===== config.mk =====
export PLATFORM = sky130hd
export DESIGN_NAME = serial_loop_router
export DESIGN_NICKNAME = d
export VERILOG_FILES = /design/src/rtl/slr_pkg.sv /design/src/rtl/slr_frame_timer.sv /design/src/rtl/slr_tx_ser.sv /design/src/rtl/slr_rx_des.sv /design/src/rtl/serial_loop_router.sv
export SDC_FILE = /design/constraint.sdc
export NUM_CORES = 1
export LEC_CHECK = 0
export BUFFER_PORTS_ARGS = -buffer_cell sky130_fd_sc_hd__buf_2
export CORE_MARGIN = 2
export CORE_UTILIZATION = 45
export DETAILED_ROUTE_END_ITERATION = 7
export PLACE_DENSITY = 0.69
export SETUP_SLACK_MARGIN = 0.02
export SLEW_MARGIN = 25
export SYNTH_ARGS = -nofsm -noshare
export SYNTH_HDL_FRONTEND = slang
export SYNTH_SLANG_ARGS = --single-unit

===== constraint.sdc =====
create_clock -name clk -period 2.49 [get_ports clk]
set_input_delay 0.498 -clock clk [delete_from_list [all_inputs] [get_ports clk]]
set_output_delay 0.498 -clock clk [all_outputs]
set_load 0.05 [all_outputs]

===== src/rtl/slr_pkg.sv =====
package slr_pkg;
    typedef enum logic [1:0] {
        MODE_NORMAL = 2'b00,
        MODE_ECHO   = 2'b01,
        MODE_LOCAL  = 2'b10,
        MODE_REMOTE = 2'b11
    } slr_mode_e;

    localparam int ST_FRAME = 0;
    localparam int ST_UNDER = 1;
    localparam int ST_OVER  = 2;
    localparam int ST_W     = 3;
endpackage


===== src/rtl/slr_frame_timer.sv =====
module slr_frame_timer #(
    parameter int FRAME_DIV = 33000
) (
    input  logic clk,
    input  logic rst_n,
    output logic tick
);
    localparam int CW = (FRAME_DIV > 1) ? $clog2(FRAME_DIV) : 1;
    localparam logic [CW-1:0] LAST = CW'(FRAME_DIV - 1);

    typedef struct packed {
        logic [CW-1:0] cnt;
    } tmr_st_t;

    tmr_st_t st_d, st_q;

    always_comb begin
        st_d = st_q;
        if (st_q.cnt == LAST) st_d.cnt = '0;
        else                  st_d.cnt = st_q.cnt + 1'b1;
    end

    always_ff @(posedge clk or negedge rst_n) begin
        if (!rst_n) st_q <= '0;
        else        st_q <= st_d;
    end

    assign tick = (st_q.cnt == LAST);
endmodule


===== src/rtl/slr_tx_ser.sv =====
module slr_tx_ser #(
    parameter int DATA_W = 8
) (
    input  logic              clk,
    input  logic              rst_n,
    input  logic              load,
    input  logic [DATA_W-1:0] load_data,
    input  logic              shift,
    output logic              sout
);
    typedef struct packed {
        logic [DATA_W-1:0] sr;
    } tx_st_t;

    tx_st_t st_d, st_q;

    always_comb begin
        st_d = st_q;
        if (load)       st_d.sr = load_data;
        else if (shift) st_d.sr = {st_q.sr[DATA_W-2:0], 1'b1};
    end

    always_ff @(posedge clk or negedge rst_n) begin
        if (!rst_n) st_q <= '{sr: '1};
        else        st_q <= st_d;
    end

    assign sout = st_q.sr[DATA_W-1];
endmodule


===== src/rtl/slr_rx_des.sv =====
module slr_rx_des #(
    parameter int DATA_W = 8
) (
    input  logic              clk,
    input  logic              rst_n,
    input  logic              shift,
    input  logic              sin,
    input  logic              deliver_en,
    input  logic              rd,
    input  logic              restart,
    output logic [DATA_W-1:0] rdata,
    output logic              full
);
    localparam int CW = $clog2(DATA_W);
    localparam logic [CW-1:0] LAST = CW'(DATA_W - 1);

    typedef struct packed {
        logic [DATA_W-1:0] sr;
        logic [CW-1:0]     cnt;
        logic [DATA_W-1:0] hold;
        logic              full;
    } rx_st_t;

    rx_st_t st_d, st_q;
    logic [DATA_W-1:0] sr_next;

    always_comb begin
        st_d    = st_q;
        sr_next = {st_q.sr[DATA_W-2:0], sin};
        if (rd) st_d.full = 1'b0;
        if (restart) begin
            st_d.cnt = '0;
        end else if (shift) begin
            st_d.sr = sr_next;
            if (st_q.cnt == LAST) begin
                st_d.cnt = '0;
                if (deliver_en) begin
                    st_d.hold = sr_next;
                    st_d.full = 1'b1;
                end
            end else begin
                st_d.cnt = st_q.cnt + 1'b1;
            end
        end
    end

    always_ff @(posedge clk or negedge rst_n) begin
        if (!rst_n) st_q <= '0;
        else        st_q <= st_d;
    end

    assign rdata = st_q.hold;
    assign full  = st_q.full;
endmodule


===== src/rtl/serial_loop_router.sv =====
module serial_loop_router
    import slr_pkg::*;
#(
    parameter int DATA_W    = 8,
    parameter int FRAME_DIV = 33000
) (
    input  logic              clk,
    input  logic              rst_n,
    input  logic              mode_wr,
    input  logic [1:0]        mode_wdata,
    output logic [1:0]        mode_o,
    input  logic              ser_din,
    output logic              ser_dout,
    input  logic              ser_rxclk,
    input  logic              ser_txclk,
    input  logic              tx_wr,
    input  logic [DATA_W-1:0] tx_wdata,
    input  logic              rx_rd,
    output logic [DATA_W-1:0] rx_rdata,
    output logic              rx_full_o,
    output logic              frame_irq,
    output logic [ST_W-1:0]   stat_o,
    input  logic              stat_clr,
    input  logic [ST_W-1:0]   stat_clr_mask
);
    typedef struct packed {
        slr_mode_e       mode;
        slr_mode_e       pend;
        logic            rxc;
        logic            txc;
        logic            echo;
        logic            seen;
        logic [ST_W-1:0] stat;
    } top_st_t;

    top_st_t st_d, st_q;

    logic tick, rx_e, tx_e, host_tx_ok, tx_load, tx_shift;
    logic rx_shift, rx_sin, deliver, mode_chg, tx_sout, rx_full;

    slr_frame_timer #(.FRAME_DIV(FRAME_DIV)) u_tmr (
        .clk(clk), .rst_n(rst_n), .tick(tick)
    );

    slr_tx_ser #(.DATA_W(DATA_W)) u_tx (
        .clk(clk), .rst_n(rst_n), .load(tx_load), .load_data(tx_wdata),
        .shift(tx_shift), .sout(tx_sout)
    );

    slr_rx_des #(.DATA_W(DATA_W)) u_rx (
        .clk(clk), .rst_n(rst_n), .shift(rx_shift), .sin(rx_sin),
        .deliver_en(deliver), .rd(rx_rd), .restart(mode_chg),
        .rdata(rx_rdata), .full(rx_full)
    );

    // Routing for the active mode.
    always_comb begin
        rx_e       = ser_rxclk & ~st_q.rxc;
        tx_e       = ser_txclk & ~st_q.txc;
        host_tx_ok = (st_q.mode == MODE_NORMAL) || (st_q.mode == MODE_LOCAL);
        tx_load    = tx_wr & host_tx_ok;
        tx_shift   = tx_e & host_tx_ok;
        deliver    = (st_q.mode != MODE_REMOTE);
        if (st_q.mode == MODE_LOCAL) begin
            rx_shift = tx_e;
            rx_sin   = tx_sout;
        end else begin
            rx_shift = rx_e;
            rx_sin   = ser_din;
        end
        case (st_q.mode)
            MODE_NORMAL: ser_dout = tx_sout;
            MODE_LOCAL:  ser_dout = 1'b1;
            default:     ser_dout = st_q.echo;
        endcase
        mode_chg = tick && (st_q.pend != st_q.mode);
    end

    // Next state of mode, edge history, echo bit and status.
    always_comb begin
        st_d      = st_q;
        st_d.rxc  = ser_rxclk;
        st_d.txc  = ser_txclk;
        if (rx_e) st_d.echo = ser_din;
        if (mode_wr) st_d.pend = slr_mode_e'(mode_wdata);
        st_d.seen = st_q.seen | tx_load;
        if (stat_clr) st_d.stat = st_q.stat & ~stat_clr_mask;
        if (tick) begin
            st_d.mode           = st_q.pend;
            st_d.seen           = 1'b0;
            st_d.stat[ST_FRAME] = 1'b1;
            if (!(st_q.seen || tx_load)) st_d.stat[ST_UNDER] = 1'b1;
            if (rx_full)                 st_d.stat[ST_OVER]  = 1'b1;
        end
    end

    always_ff @(posedge clk or negedge rst_n) begin
        if (!rst_n) begin
            st_q <= '{mode: MODE_NORMAL, pend: MODE_NORMAL, rxc: 1'b0,
                      txc: 1'b0, echo: 1'b1, seen: 1'b0, stat: '0};
        end else begin
            st_q <= st_d;
        end
    end

    assign mode_o    = st_q.mode;
    assign rx_full_o = rx_full;
    assign frame_irq = tick;
    assign stat_o    = st_q.stat;
endmodule


* After elaboration in Yosys (flattened, before gate mapping)
Cells that the tools add are included.
** Operators by class
- Add/subtract/negate cells :: 2
- Equal/unequal tests :: 5
- Mux-type cells :: 17
- Bitwise gates (word level) :: 10
- Reduce and logical (&&, ||, !) cells :: 9
** Operator list (count)
- two-way mux 9 bit :: 2
- adder 16 x 1 -> 16 bit, second input constant :: 1
- equality test 16 bit, second input constant :: 1
- two-way mux 16 bit :: 1
- two-way mux 8 bit :: 2
- two-way mux 12 bit :: 1
- two-way mux 3 bit :: 3
- two-way mux 1 bit :: 6
- nonzero test 2 bit :: 3
- bitwise AND 1 bit :: 4
- two-way mux 4 bit :: 1
- AND reduction 4 bit :: 1
- adder 3 x 1 -> 3 bit, second input constant :: 1
- bitwise AND 3 bit :: 1
- equality test 3 bit, second input constant :: 1
- NOT 1 bit :: 3
- NOT 3 bit :: 1
- equality test 2 bit, second input constant :: 1
- logical NOT 2 bit :: 1
- logical OR 1 bit :: 2
- inequality test 2 bit :: 1
- inequality test 2 bit, second input constant :: 1
- one-hot mux 1 bit (2 select lines) :: 1
- AND reduction 2 bit :: 1
- 2 further kinds :: 2
** Word-level totals
- Register bits after elaboration :: 54
- Input port bits :: 22
- Output and inout port bits :: 16
- Logic and storage cells :: 57

* Depth between registers and ports, before layout
- Depth after elaboration :: 6
- Gate-level depth with buffers :: 7
- Depth with buffers taken out :: 6

* Modules after synthesis
Synthesis repeated with hierarchy kept, for this count alone.
** Unflattened totals
- Cells, all modules :: 204
- Area total of the unflattened synthesis :: 2529.9 µm²
** By module, submodules not included
- slr_rx_des :: times used 1, cells each 57, area an instance 872.1 µm², sequential area each 475.5 µm²
- slr_frame_timer :: times used 1, cells each 68, area an instance 739.5 µm², sequential area each 400.4 µm²
- serial_loop_router :: times used 1, cells each 45, area an instance 541.8 µm², sequential area each 276.5 µm²
- slr_tx_ser :: times used 1, cells each 34, area an instance 376.6 µm², sequential area each 210.2 µm²

* Worst setup path before layout
Ideal clock, no wire load.
- Kind :: register to output
- From :: register u_tmr.st_q[0] (netlist name)
- To :: output port frame_irq
- Arrival :: 1.695 ns
- Data required time :: 1.992 ns
- Path slack :: 0.297 ns
- Stages on the path, launching flop included :: 6
- Buffers on the path :: 1
- Cell sequence :: dfrtp_1 -> ha_1 -> and4_1 -> nand4_4 -> inv_1 -> clkbuf_1
** On the way
- Cells in the longest elaborated chain, start to end :: 1
** Ends and longest elaborated chain
- start, declared :: RTL line slr_frame_timer.sv:15 : tmr_st_t st_d, st_q;
- start signal, assigned :: RTL line slr_frame_timer.sv:25 : else st_q <= st_d;
- equality test 16 bit :: RTL line slr_frame_timer.sv:28 : assign tick = (st_q.cnt == LAST);
- end, declared :: RTL line serial_loop_router.sv:21 : output logic frame_irq,
No other way between the ends.

* Worst setup path after layout
Ends and elaborated chain as after synthesis.

==> key figures <==
Status
  • Outcome: finished, final reports clean

Critical path
  • Crit path capture type: output pin
  • CP Launch Type: flop
  • Critical Path AT: 1790 ps
  • Crit path max fanout: 9
  • CP max stage delay: about 400 ps
  • CP Class: reg2out
  • CP max-delay cell: dfrtp_1
  • CP required: ~2000 ps
  • CP cell instances: ha_1 -> and4_1 -> nand4_4 -> inv_1 -> buf_2

Clock tree
  • Total clock sinks: 54
  • Cts-stage hold buffer count: 0
  • Clk slew on worst S/H paths: 100 ps
  • Worst-case clock buffer depth: 2
  • Num CTS Buffers: 5
  • Post-CTS setup buffer count: 0
  • CTS Root Cell: clkbuf_8
  • Post-cts gate resize count: 0
  • Htree depth: 2
  • Clk_lat worst skew: 300 ps
  • CTS tree: built

Route
  • Remaining antenna violation count after routing: 0
  • Drt initial violations: 75
  • Drt pass-1 iters: 4
  • Via density: 5.03
  • Via count: 1580
  • Routed len/inst: 13.6 um
  • Number of remaining DRC errors: 0
  • Post-Route WL: 4260 um

Power and ir drop
  • Pwr dens: 818 nW/um^2
  • Leak: 1.31 nW
  • Pwr Total: 2.29 mW
  • Maximum vdd drop: 464 uV

Placement
  • Placed Cells: roughly 300
  • Port Buffer Count: 37
  • Gpl congestion: between 0.7 and 0.8
  • Post-DP HPWL: approximately 3200 um
  • Pre-CTS setup slack: 522 ps

Timing
  • Min cycle time layout: around 2300 ps
  • Slew Limit Fails: 0
  • Final hold vios: 0
  • Setup WS post-layout: between 200 and 250 ps
  • Total negative setup slack: 0 ps
  • Fmax: between 400 and 500 MHz
  • Max-slew headroom: 62.0%
  • Final setup viols: 0
  • Final period util: about nine tenths
  • Setup Skew: between 8 and 9 ps
  • Unrepaired setup endpoints after global routing: false
  • Tightest Pin Transition: 570 ps

Yosys
  • Seq/Total Area, Yosys: 54.8%
  • Dominant synthesized flop cell: dfrtp_1
  • Synth Warn #: 0
  • Post-synth EDFFs: 0
  • Post-synth top cells: dfrtp_1 (45), nand2_1 (29), mux2_2 (17)
  • FFs w/ async S/R, synth: 100%
  • Synthesized net count: 236
  • Cell Area, Synth: approximately 2500 sq um
  • #FFs+latches synth: 54
  • Unique masters post-synth: 34
  • Ranking of synthesized cells by area: dfrtp_1 (45%), dfstp_2 (9.5%), mux2_2 (7.7%), nand2_1 (4.4%), mux2i_1 (4.0%)
  • Yosys top cell by area: dfrtp_1
  • Most common cell in the netlist: dfrtp_1
  • Mapped Avg Cell Area: around 12 sq um
  • Top-area cell type share of the netlist area: between 40% and 50%
  • Post-Synthesis Cells: around 210

Global routing
  • Tot GR Track Use: 15.7%
  • First-pass GRT wire length: 7550 um
  • Largest net degree at the start of global routing: 32
  • Number of global-route vias before repair: 1603
  • Overflow after GRT: 0
  • Initial antenna violation count: 0

Floorplan
  • Core Rows: 27
  • Top Ports: 38
  • Core area: 5410 sq um
  • Die Y-Extent: about 78 um
  • Die area: 6130 sq um
  • Chip Width: approximately 80 um
  • Initial Util: between 40% and 50%

Final layout
  • Area taken by flip-flops and latches: 1360 sq um
  • P&R area growth vs syn: 12.6%
  • Fill count: 503
  • Fraction of layout cells with a size suffix above 1: between 30% and 40%
  • Nets: between 200 and 300
  • Final Non-Filler Cells: roughly 310
  • Area of the multi-input gates: 997 sq um
  • Antenna diode count: 0

Hold path
  • Hold Crit Class: in2async

Job
  • Max-Cap Viols: 0
==> kinds of logic after synthesis <==
| group | synth area share (%) |
|---|---|
| compound gates | 5.49 |
| flops | 54.8 |
| xor+xnor | 4.58 |
| fa+ha+maj | 1.51 |
| buf+inv | 5.03 |
| mux | 13.1 |
| simple gates | 15.5 |
==> where the power goes <==
group | internal (mW) | total (mW) | switching (mW)
clock network | 0.328 | 0.599 | 0.271
logic | 0.198 | 0.560 | 0.362
registers | 1.04 | 1.13 | 0.0856
total | 1.57 | 2.29 | 0.719
==> metal layers <==
metal	vias up	global-route usage, %	part of all wire (%)
met3	6	3.79	3.6
met5	-	0	0
met2	35	24.8	48
met4	0	4.74	1.2
met1	771	21.6	47
li1	768	-	-
==> worst paths after layout <==
check	start	to	slack, ps	cells after the start
max	u_tmr.st_q[0]$_DFF_PN0_	frame_irq	210	5
min reg2reg	u_tx.st_q[0]$_DFFE_PN1P_	u_tx.st_q[0]$_DFFE_PN1P_	480	2
max reg2reg	u_tmr.st_q[0]$_DFF_PN0_	u_rx.rdata[3]$_DFFE_PN0P_	500	5
max in group asynchronous	rst_n	u_tx.st_q[3]$_DFFE_PN1P_	1680	2
min	rst_n	u_rx.rdata[5]$_DFFE_PN0P_	170	1
min in group clk	ser_txclk	st_q[5]$_DFF_PN0_	310	1
==> cell usage in the layout (no fill, tap or decap), drive strengths merged <==
master / instances
nor4: 1
o21bai: 1
nand3: 4
o21ai: 15
o2111ai: 1
or4: 1
xnor2: 6
nand2b: 2
nand2: 29
and3: 1
mux2i: 10
nor2: 13
clkbuf: 7
a22o: 1
mux2: 20
dfstp: 9
nor3: 2
dfrtp: 45
ha: 3
nor2b: 5
or3: 3
xor2: 7
nor3b: 1
and4: 2
bufinv: 1
nor4b: 1
inv: 3
and2: 1
buf: 40
nand4: 4
a21oi: 3
==> critical path, delay by kind of cell, from the launching register on <==
family                   cells  cell delay (ps)
AND/OR/NAND/NOR              2              430
adder cells (fa/ha/maj)      1              260
flip-flops                   1              400
buffers and inverters        2              390
==> stage by stage <==
stage	instance area (sq um)	hold WS (ps)	utilization, %
finish	2800	174	51.8
detailed placement	2680	471	49.6
floorplan	2480	202	-
global placement	2680	466	49.6
CTS	2800	190	51.8
global route	2800	211	51.8
==> final cells by class <==
class	instances	share of cell area, %
flip-flops and latches	54	48.7
inverters	3	0.403
clock inverters	1	1.07
well taps	72	3.22
multi-input cells	137	35.6
clock buffers	7	3.09
repair buffers	40	7.87
==> flip-flops by register name (all words and copies together) (netlist names) <==
register	cells
mode_o	2
st_q	6
stat_o	3
u_rx.full	1
u_rx.rdata	8
u_rx.sr_next	7
u_rx.st_q	3
u_tmr.st_q	16
u_tx.st_q	8
(Power assumes the default switching activity.)
